[config.mk]
export PLATFORM = sky130hd
export DESIGN_NAME = tir_ctrl
export DESIGN_NICKNAME = d
export VERILOG_FILES = /design/src/rtl/tir_pkg.sv /design/src/rtl/tir_tap_edge.sv /design/src/rtl/tir_flag.sv /design/src/rtl/tir_req_gate.sv /design/src/rtl/tir_ctrl.sv
export SDC_FILE = /design/constraint.sdc
export NUM_CORES = 1
export LEC_CHECK = 0
export CAP_MARGIN = 5
export CORE_MARGIN = 4
export CORE_UTILIZATION = 20
export DETAILED_ROUTE_END_ITERATION = 10
export PLACE_DENSITY_LB_ADDON = 0.3
export SLEW_MARGIN = 20
export SYNTH_ARGS = -nofsm -noshare
export SYNTH_HDL_FRONTEND = slang
export SYNTH_SLANG_ARGS = --single-unit
[constraint.sdc]
create_clock -name clk -period 2.11 [get_ports clk]
set_input_delay 0.211 -clock clk [delete_from_list [all_inputs] [get_ports clk]]
set_output_delay 0.211 -clock clk [all_outputs]
set_load 0.01 [all_outputs]
[src/rtl/tir_pkg.sv]
package tir_pkg;
  localparam int NSRC    = 2;
  localparam int SRC_DEC = 0;
  localparam int SRC_FIT = 1;
  localparam int NTAP    = 4;
  localparam int SEL_W   = $clog2(NTAP);

  typedef logic [NSRC-1:0] src_vec_t;
endpackage

[src/rtl/tir_tap_edge.sv]
module tir_tap_edge
  import tir_pkg::*;
#(
  parameter int TB_W = 32,
  parameter int TAP0 = 4,
  parameter int TAP1 = 8,
  parameter int TAP2 = 12,
  parameter int TAP3 = 16
) (
  input  logic             clk,
  input  logic             rst_n,
  input  logic [TB_W-1:0]  tb_i,
  input  logic [SEL_W-1:0] sel_i,
  output logic             rise_o
);
  logic [NTAP-1:0]  taps;
  logic             cur_bit;
  logic             prev_q;
  logic [SEL_W-1:0] sel_q;
  logic             armed_q;
  logic             unused_tb_bits;

  assign taps           = {tb_i[TAP3], tb_i[TAP2], tb_i[TAP1], tb_i[TAP0]};
  assign cur_bit        = taps[sel_i];
  assign unused_tb_bits = ^tb_i;

  // Previous-value register reloads every cycle, so a selection change
  // re-bases it; the event itself is masked in that cycle.
  always_ff @(posedge clk) begin
    if (!rst_n) begin
      prev_q  <= 1'b0;
      sel_q   <= '0;
      armed_q <= 1'b0;
    end else begin
      prev_q  <= cur_bit;
      sel_q   <= sel_i;
      armed_q <= 1'b1;
    end
  end

  assign rise_o = armed_q && (sel_i == sel_q) && cur_bit && !prev_q;
endmodule

[src/rtl/tir_flag.sv]
module tir_flag (
  input  logic clk,
  input  logic rst_n,
  input  logic set_i,
  input  logic clr_i,
  output logic flag_o
);
  always_ff @(posedge clk) begin
    if (!rst_n)      flag_o <= 1'b0;
    else if (set_i)  flag_o <= 1'b1;
    else if (clr_i)  flag_o <= 1'b0;
  end
endmodule

[src/rtl/tir_req_gate.sv]
module tir_req_gate
  import tir_pkg::*;
(
  input  src_vec_t flags_i,
  input  src_vec_t ie_i,
  input  logic     ext_ie_i,
  input  logic     hold_i,
  output src_vec_t req_o
);
  src_vec_t eligible;

  assign eligible = flags_i & ie_i & {NSRC{ext_ie_i && !hold_i}};

  // Lower source index has higher priority.
  always_comb begin
    logic taken;
    taken = 1'b0;
    req_o = '0;
    for (int i = 0; i < NSRC; i++) begin
      if (eligible[i] && !taken) begin
        req_o[i] = 1'b1;
        taken    = 1'b1;
      end
    end
  end
endmodule

[src/rtl/tir_ctrl.sv]
module tir_ctrl
  import tir_pkg::*;
#(
  parameter int TB_W = 32,
  parameter int TAP0 = 4,
  parameter int TAP1 = 8,
  parameter int TAP2 = 12,
  parameter int TAP3 = 16
) (
  input  logic             clk,
  input  logic             rst_n,
  input  logic             dec_expire_i,
  input  logic [TB_W-1:0]  tb_value_i,
  input  logic [SEL_W-1:0] tap_sel_i,
  input  logic             dec_ie_i,
  input  logic             fit_ie_i,
  input  logic             ext_ie_i,
  input  logic             hi_pri_pend_i,
  input  logic             clr_valid_i,
  input  logic [NSRC-1:0]  clr_mask_i,
  output logic [NSRC-1:0]  status_o,
  output logic             dec_irq_o,
  output logic             fit_irq_o
);
  logic     fit_rise;
  src_vec_t ev_set;
  src_vec_t ev_clr;
  src_vec_t flags;
  src_vec_t ie_vec;
  src_vec_t req;

  tir_tap_edge #(
    .TB_W(TB_W), .TAP0(TAP0), .TAP1(TAP1), .TAP2(TAP2), .TAP3(TAP3)
  ) u_tap (
    .clk   (clk),
    .rst_n (rst_n),
    .tb_i  (tb_value_i),
    .sel_i (tap_sel_i),
    .rise_o(fit_rise)
  );

  always_comb begin
    ev_set          = '0;
    ev_set[SRC_DEC] = dec_expire_i;
    ev_set[SRC_FIT] = fit_rise;
    ie_vec          = '0;
    ie_vec[SRC_DEC] = dec_ie_i;
    ie_vec[SRC_FIT] = fit_ie_i;
  end

  assign ev_clr = clr_mask_i & {NSRC{clr_valid_i}};

  for (genvar g = 0; g < NSRC; g++) begin : g_flag
    tir_flag u_flag (
      .clk   (clk),
      .rst_n (rst_n),
      .set_i (ev_set[g]),
      .clr_i (ev_clr[g]),
      .flag_o(flags[g])
    );
  end

  tir_req_gate u_gate (
    .flags_i (flags),
    .ie_i    (ie_vec),
    .ext_ie_i(ext_ie_i),
    .hold_i  (hi_pri_pend_i),
    .req_o   (req)
  );

  assign status_o  = flags;
  assign dec_irq_o = req[SRC_DEC];
  assign fit_irq_o = req[SRC_FIT];
endmodule

==> flow_metrics.env, run 1 <==
export IMPL_p_leak_nw=0.1945
export IMPL_rows=12
export IMPL_maxSlewViolCount=0
export IMPL_required_ns=1.90
export IMPL_worstSkewPairLatency_ns=0.24
export IMPL_synth_flop_cell="dfxtp_1"
export IMPL_drive_gt1_frac=0.1364
export IMPL_grt_usage=0.06905
export IMPL_drv_cap=0
export IMPL_gp_congestion=0.6856
export IMPL_ctsHtreeMaxLevel=1
export IMPL_synth_edf_count=0
export IMPL_post_cts_buffers=0
export IMPL_start_util=0.2244
export IMPL_drt_pass1_iterations=3
export IMPL_fp_dieW_microns=44.25
export IMPL_cts_root_buf="clkbuf_4"
export IMPL_syn_avg_cell_area_sq_um=10.95
export IMPL_ir_drop_mv=0.3938
export IMPL_synth_top_cell_area_share=0.4571
export IMPL_finalNetCount=90
export IMPL_fin_crit_sh=0.7969
export IMPL_maxSlewHeadroom=0.8661
export IMPL_die_area_sq_um=1958
export IMPL_min_period_ns=1.681
export IMPL_synth_largest_area_cell="dfxtp_1"
export IMPL_cts_repair_resized=0
export IMPL_rsz0062_at_grt="no"
export IMPL_cts_buffer_depth=2
export IMPL_reg2reg_slack_ns=1.26
export IMPL_status="completed"
export IMPL_grt_max_degree=8
export IMPL_ys_warnings_count=0
export IMPL_setup_tns_ns=0
export IMPL_ys_ff_latch=6
export IMPL_syn_nets=68
export IMPL_wl_per_cell_microns=10.79
export IMPL_area_delta_synth_final_pct=81.90
export IMPL_crit_arrival_ns=1.47
export IMPL_clk_pin_slew_ns=0.04
export IMPL_n_antenna_cell=0
export IMPL_yosysSeqAreaShare=0.4571
export IMPL_pin_count=48
export IMPL_criticalPathCategory="in -> out"
export IMPL_hold_buffers=0
export IMPL_vias_per_cell=4.379
export IMPL_fmax_mhz=594.7
export IMPL_critPathLaunchType="input port"
export IMPL_ys_async_sr_fraction=0
export IMPL_drc=0
export IMPL_clock_sinks=6
export IMPL_setup_violations_final=0
export IMPL_wl_microns=626
export IMPL_synth_most_common_cell="dfxtp_1"
export IMPL_holdWs_ns=0.5718
export IMPL_synth_area_top_cells="dfxtp_1 46%, mux4_2 8.6%, and2_2 5.7%"
export IMPL_grt_pass1_wl_microns=972
export IMPL_yosysUniqueCellTypes=15
export IMPL_nFillCells=116
export IMPL_crit_fanout=2
export IMPL_antenna_found_initial=0
export IMPL_antenna_left=0
export IMPL_die_h_microns=44.25
export IMPL_tightest_slew_ns=0.2003
export IMPL_crit_path_end_kind="output pin"
export IMPL_drtIter0Drc=1
export IMPL_finalPower_uw=277.1
export IMPL_grt_remaining_overflow=0
export IMPL_powerDensity_nw_per_um2=579.7
export IMPL_min_path_type="reg -> reg"
export IMPL_syn_area_sq_um=262.8
export IMPL_core_area_sq_um=1171
export IMPL_cts_tree="built"
export IMPL_grt_pass1_vias=236
export IMPL_worst_clock_skew_ns=0.002821
export IMPL_vias=254
export IMPL_synth_cells=24
export IMPL_hold_viol=0
export IMPL_yosys_top_cells_count="6 x dfxtp_1, 2 x a21oi_1, 2 x and2_2, 2 x buf_4, 2 x nand2_1"
export IMPL_cts_inserted_buffers=3
export IMPL_io_buffers=19
cell families (layout without fill, tap and decap cells):
group                  Yosys count  in the layout  share of synthesized area
multiplexers                     1              1                    0.08571
AND/OR/NAND/NOR                 10             10                     0.2572
AO/OA/AOI/OAI                    3              3                    0.07619
buffers and inverters            2             22                    0.05713
flip-flops                       6              6                     0.4572
XOR/XNOR                         2              2                    0.06668
cells in the final DEF (no fill, tap or decap):
cell type         n
clkdlybuf4s50_1  19
mux4_2            1
a41o_1            1
nand2_1           2
and3_1            1
and4b_1           1
nor2b_1           1
a21oi_1           2
xor2_1            1
xnor2_1           1
clkbuf_4          3
and2_1            1
and2_2            2
nand4b_1          1
dfxtp_1           6
nor3b_1           1
area by class of cell:
class                           count  area, sq um  share of cell area
Timing Repair Buffer               19        190.2              0.3979
Clock buffer                        3        22.52             0.04712
Sequential cell                     6        120.1              0.2513
Tap cell                           14        17.52             0.03665
Multi-Input combinational cell     16        127.6              0.2670
final timing paths:
path                            cells after the start                              endpoint                            startpoint
worst max register to register                      3  g_flag[1].u_flag.flag_o$_SDFFE_PN0P_             u_tap.sel_q[0]$_SDFF_PN0_
worst min-delay path                                2  g_flag[0].u_flag.flag_o$_SDFFE_PN0P_  g_flag[0].u_flag.flag_o$_SDFFE_PN0P_
worst max-delay path                                4                             fit_irq_o                         hi_pri_pend_i
worst min register to register                      2  g_flag[0].u_flag.flag_o$_SDFFE_PN0P_  g_flag[0].u_flag.flag_o$_SDFFE_PN0P_
stage by stage:
step	instance area, sq um	utilization	instances	setup WS (ns)
3_3_place_gp	455.4	0.3889	55	0.4422
3_5_place_dp	455.4	0.3889	55	0.4296
5_1_grt	478.0	0.4081	58	0.3383
2_1_floorplan	262.8	-	24	1.104
4_1_cts	478.0	0.4081	58	0.4194
6_report	478.0	0.4081	58	0.4286
routing by layer:
layer  track usage  wire length [microns]  vias up
met1       0.08029                    266      107
met5             0                      0        -
met3       0.06911                    122        0
met2       0.09593                    237       22
li1              -                      -      125
met4             0                      0        0
report_power, final:
group | switching [mW] | internal (mW) | total [mW]
sequential | 0.00327 | 0.121 | 0.124
combinational | 0.0137 | 0.0388 | 0.0526
clock | 0.0366 | 0.0640 | 0.101
total | 0.0536 | 0.223 | 0.277
critical path, stage by stage:
cell and delay, ns:
clkdlybuf4s50_1 0.41, nand4b_1 0.17, a21oi_1 0.13, clkdlybuf4s50_1 0.55
registers in the layout, summed over array words and instances (netlist names):
name,flops
g_flag.u_flag.flag_o,2
u_tap.sel_q,2
u_tap.armed_q,1
u_tap.prev_q,1
Note: power is estimated with default switching activity, not from simulation.
==> run 2: changes to the inputs <==
--- a/config.mk
+++ b/config.mk
@@ -7,7 +7,7 @@
 export LEC_CHECK = 0
 export CAP_MARGIN = 5
 export CORE_MARGIN = 4
-export CORE_UTILIZATION = 20
+export CORE_UTILIZATION = 17
 export DETAILED_ROUTE_END_ITERATION = 10
 export PLACE_DENSITY_LB_ADDON = 0.3
 export SLEW_MARGIN = 20
==> constraint.sdc (replaced) <==
create_clock -name clk -period 1.4 [get_ports clk]
set_input_delay 0.14 -clock clk [delete_from_list [all_inputs] [get_ports clk]]
set_output_delay 0.14 -clock clk [all_outputs]
set_load 0.01 [all_outputs]
==> flow_metrics.env, run 2 (synthesized netlist as in run 1, its figures left out) <==
export IMPL_crit_arrival_ns=1.14
export IMPL_cts_buffer_depth=2
export IMPL_grt_remaining_overflow=0
export IMPL_area_delta_synth_final_pct=87.14
export IMPL_clock_sinks=6
export IMPL_die_h_microns=47.32
export IMPL_drc=0
export IMPL_vias=255
export IMPL_drt_pass1_iterations=2
export IMPL_n_antenna_cell=0
export IMPL_grt_pass1_vias=262
export IMPL_worst_clock_skew_ns=0.0009027
export IMPL_status="completed"
export IMPL_fmax_mhz=781.9
export IMPL_slowest_stage="clkdlybuf4s50_1"
export IMPL_cts_inserted_buffers=3
export IMPL_crit_path_end_kind="output pin"
export IMPL_wl_microns=613
export IMPL_dp_cells=58
export IMPL_gp_congestion=0.5938
export IMPL_hold_viol=0
export IMPL_start_util=0.1900
export IMPL_vias_per_cell=4.180
export IMPL_cp_buffers_inverters=1
export IMPL_mostFrequentLayoutCells="17 x clkdlybuf4s50_1, 6 x dfxtp_1, 3 x clkbuf_4"
export IMPL_io_buffers=19
export IMPL_fp_dieW_microns=47.32
export IMPL_drive_gt1_frac=0.1739
export IMPL_crit_family="buffers and inverters"
export IMPL_critPathLaunchType="register"
export IMPL_drtIter0Drc=2
export IMPL_min_period_ns=1.279
export IMPL_fin_crit_sh=0.9135
export IMPL_maxSlewHeadroom=0.8849
export IMPL_cts_root_buf="clkbuf_4"
export IMPL_path_cells="clkdlybuf4s50_1"
export IMPL_criticalPathCategory="reg -> out"
export IMPL_finalPower_uw=425.9
export IMPL_ctsHtreeMaxLevel=1
export IMPL_cts_tree="built"
export IMPL_setup_violations_final=0
export IMPL_antenna_found_initial=0
export IMPL_crit_fanout=4
export IMPL_drv_cap=0
export IMPL_place_ws_ns=-0.1423
export IMPL_critPathMaxStageDelay_ns=0.55
export IMPL_core_area_sq_um=1383
export IMPL_powerDensity_nw_per_um2=866.2
export IMPL_hpwl_microns=504.2
export IMPL_grt_max_degree=7
export IMPL_final_common_cell="clkdlybuf4s50_1"
export IMPL_setup_ws_ns=0.1211
export IMPL_stdcell_count=61
export IMPL_ir_drop_mv=0.3119
export IMPL_wl_per_cell_microns=10.05
export IMPL_p_leak_nw=0.2136
export IMPL_setup_tns_ns=0
export IMPL_maxSlewViolCount=0
export IMPL_tightest_slew_ns=0.1723
export IMPL_die_area_sq_um=2239
export IMPL_worstSkewPairLatency_ns=0.24
export IMPL_clk_pin_slew_ns=0.04
export IMPL_rows=13
export IMPL_top_regs="g_flag.u_flag.flag_o x2, u_tap.sel_q x2"
export IMPL_grt_usage=0.06549
export IMPL_hold_buffers=0
export IMPL_min_path_type="in -> reg"
export IMPL_required_ns=1.26
export IMPL_pin_count=48
export IMPL_rsz0062_at_grt="no"
export IMPL_antenna_left=0
export IMPL_grt_pass1_wl_microns=959
export IMPL_finalNetCount=92
## run 2: cell count changes in the layout (fill, tap and decap cells not counted)
cell / change
buf_4: +2
clkdlybuf4s50_1: -2
dlygate4sd2_1: +2
## run 2: cell type report
type                            instances  area, sq um
Multi-Input combinational cell         16        127.6
Timing Repair Buffer                   21        202.7
Sequential cell                         6        120.1
Clock buffer                            3        22.52
Fill cell                             132        890.9
Tap cell                               15        18.77
## run 2: through the flow
stage          hold slack (ns)  cell area [sq um]  utilization
6_report                0.5144              491.7       0.3557
5_1_grt                 0.5354              491.7       0.3557
4_1_cts                 0.5038              491.7       0.3557
3_5_place_dp            0.5605              471.7       0.3412
3_3_place_gp            0.5538              471.7       0.3412
2_1_floorplan           0.1677              262.8            -
## run 2: final timing paths
check,startpoint,to,slack (ns),cells past startpoint
hold reg to reg,g_flag[0].u_flag.flag_o$_SDFFE_PN0P_,g_flag[0].u_flag.flag_o$_SDFFE_PN0P_,0.56,2
hold / removal,dec_expire_i,g_flag[0].u_flag.flag_o$_SDFFE_PN0P_,0.51,3
setup reg to reg,u_tap.sel_q[0]$_SDFF_PN0_,g_flag[1].u_flag.flag_o$_SDFFE_PN0P_,0.54,3
setup / recovery,g_flag[0].u_flag.flag_o$_SDFFE_PN0P_,status_o[0],0.12,1
## run 2: per-layer routing
layer / global-route usage / part of all wire / up-vias
li1: - / - / 130
met1: 0.07240 / 0.39 / 105
met2: 0.08021 / 0.34 / 20
met3: 0.04215 / 0.27 / 0
met4: 0.06630 / 0 / 0
met5: 0 / 0 / -
## run 2: worst min-delay path, cell delays in order
cell and delay [ns]:
clkdlybuf4s50_1 0.45, a21oi_1 0.04, nor2b_1 0.09
## run 2: report_power, final
group | total [mW] | internal [mW] | switching (mW)
sequential | 0.186 | 0.182 | 0.00432
combinational | 0.0821 | 0.0615 | 0.0206
clock | 0.158 | 0.0969 | 0.0611
total | 0.426 | 0.340 | 0.0860
## run 2: repair_timing
action / CTS / global route
setup endpoints to repair: 2 / 0
resized for setup: 2 / 0
buffers inserted: 0 / 0
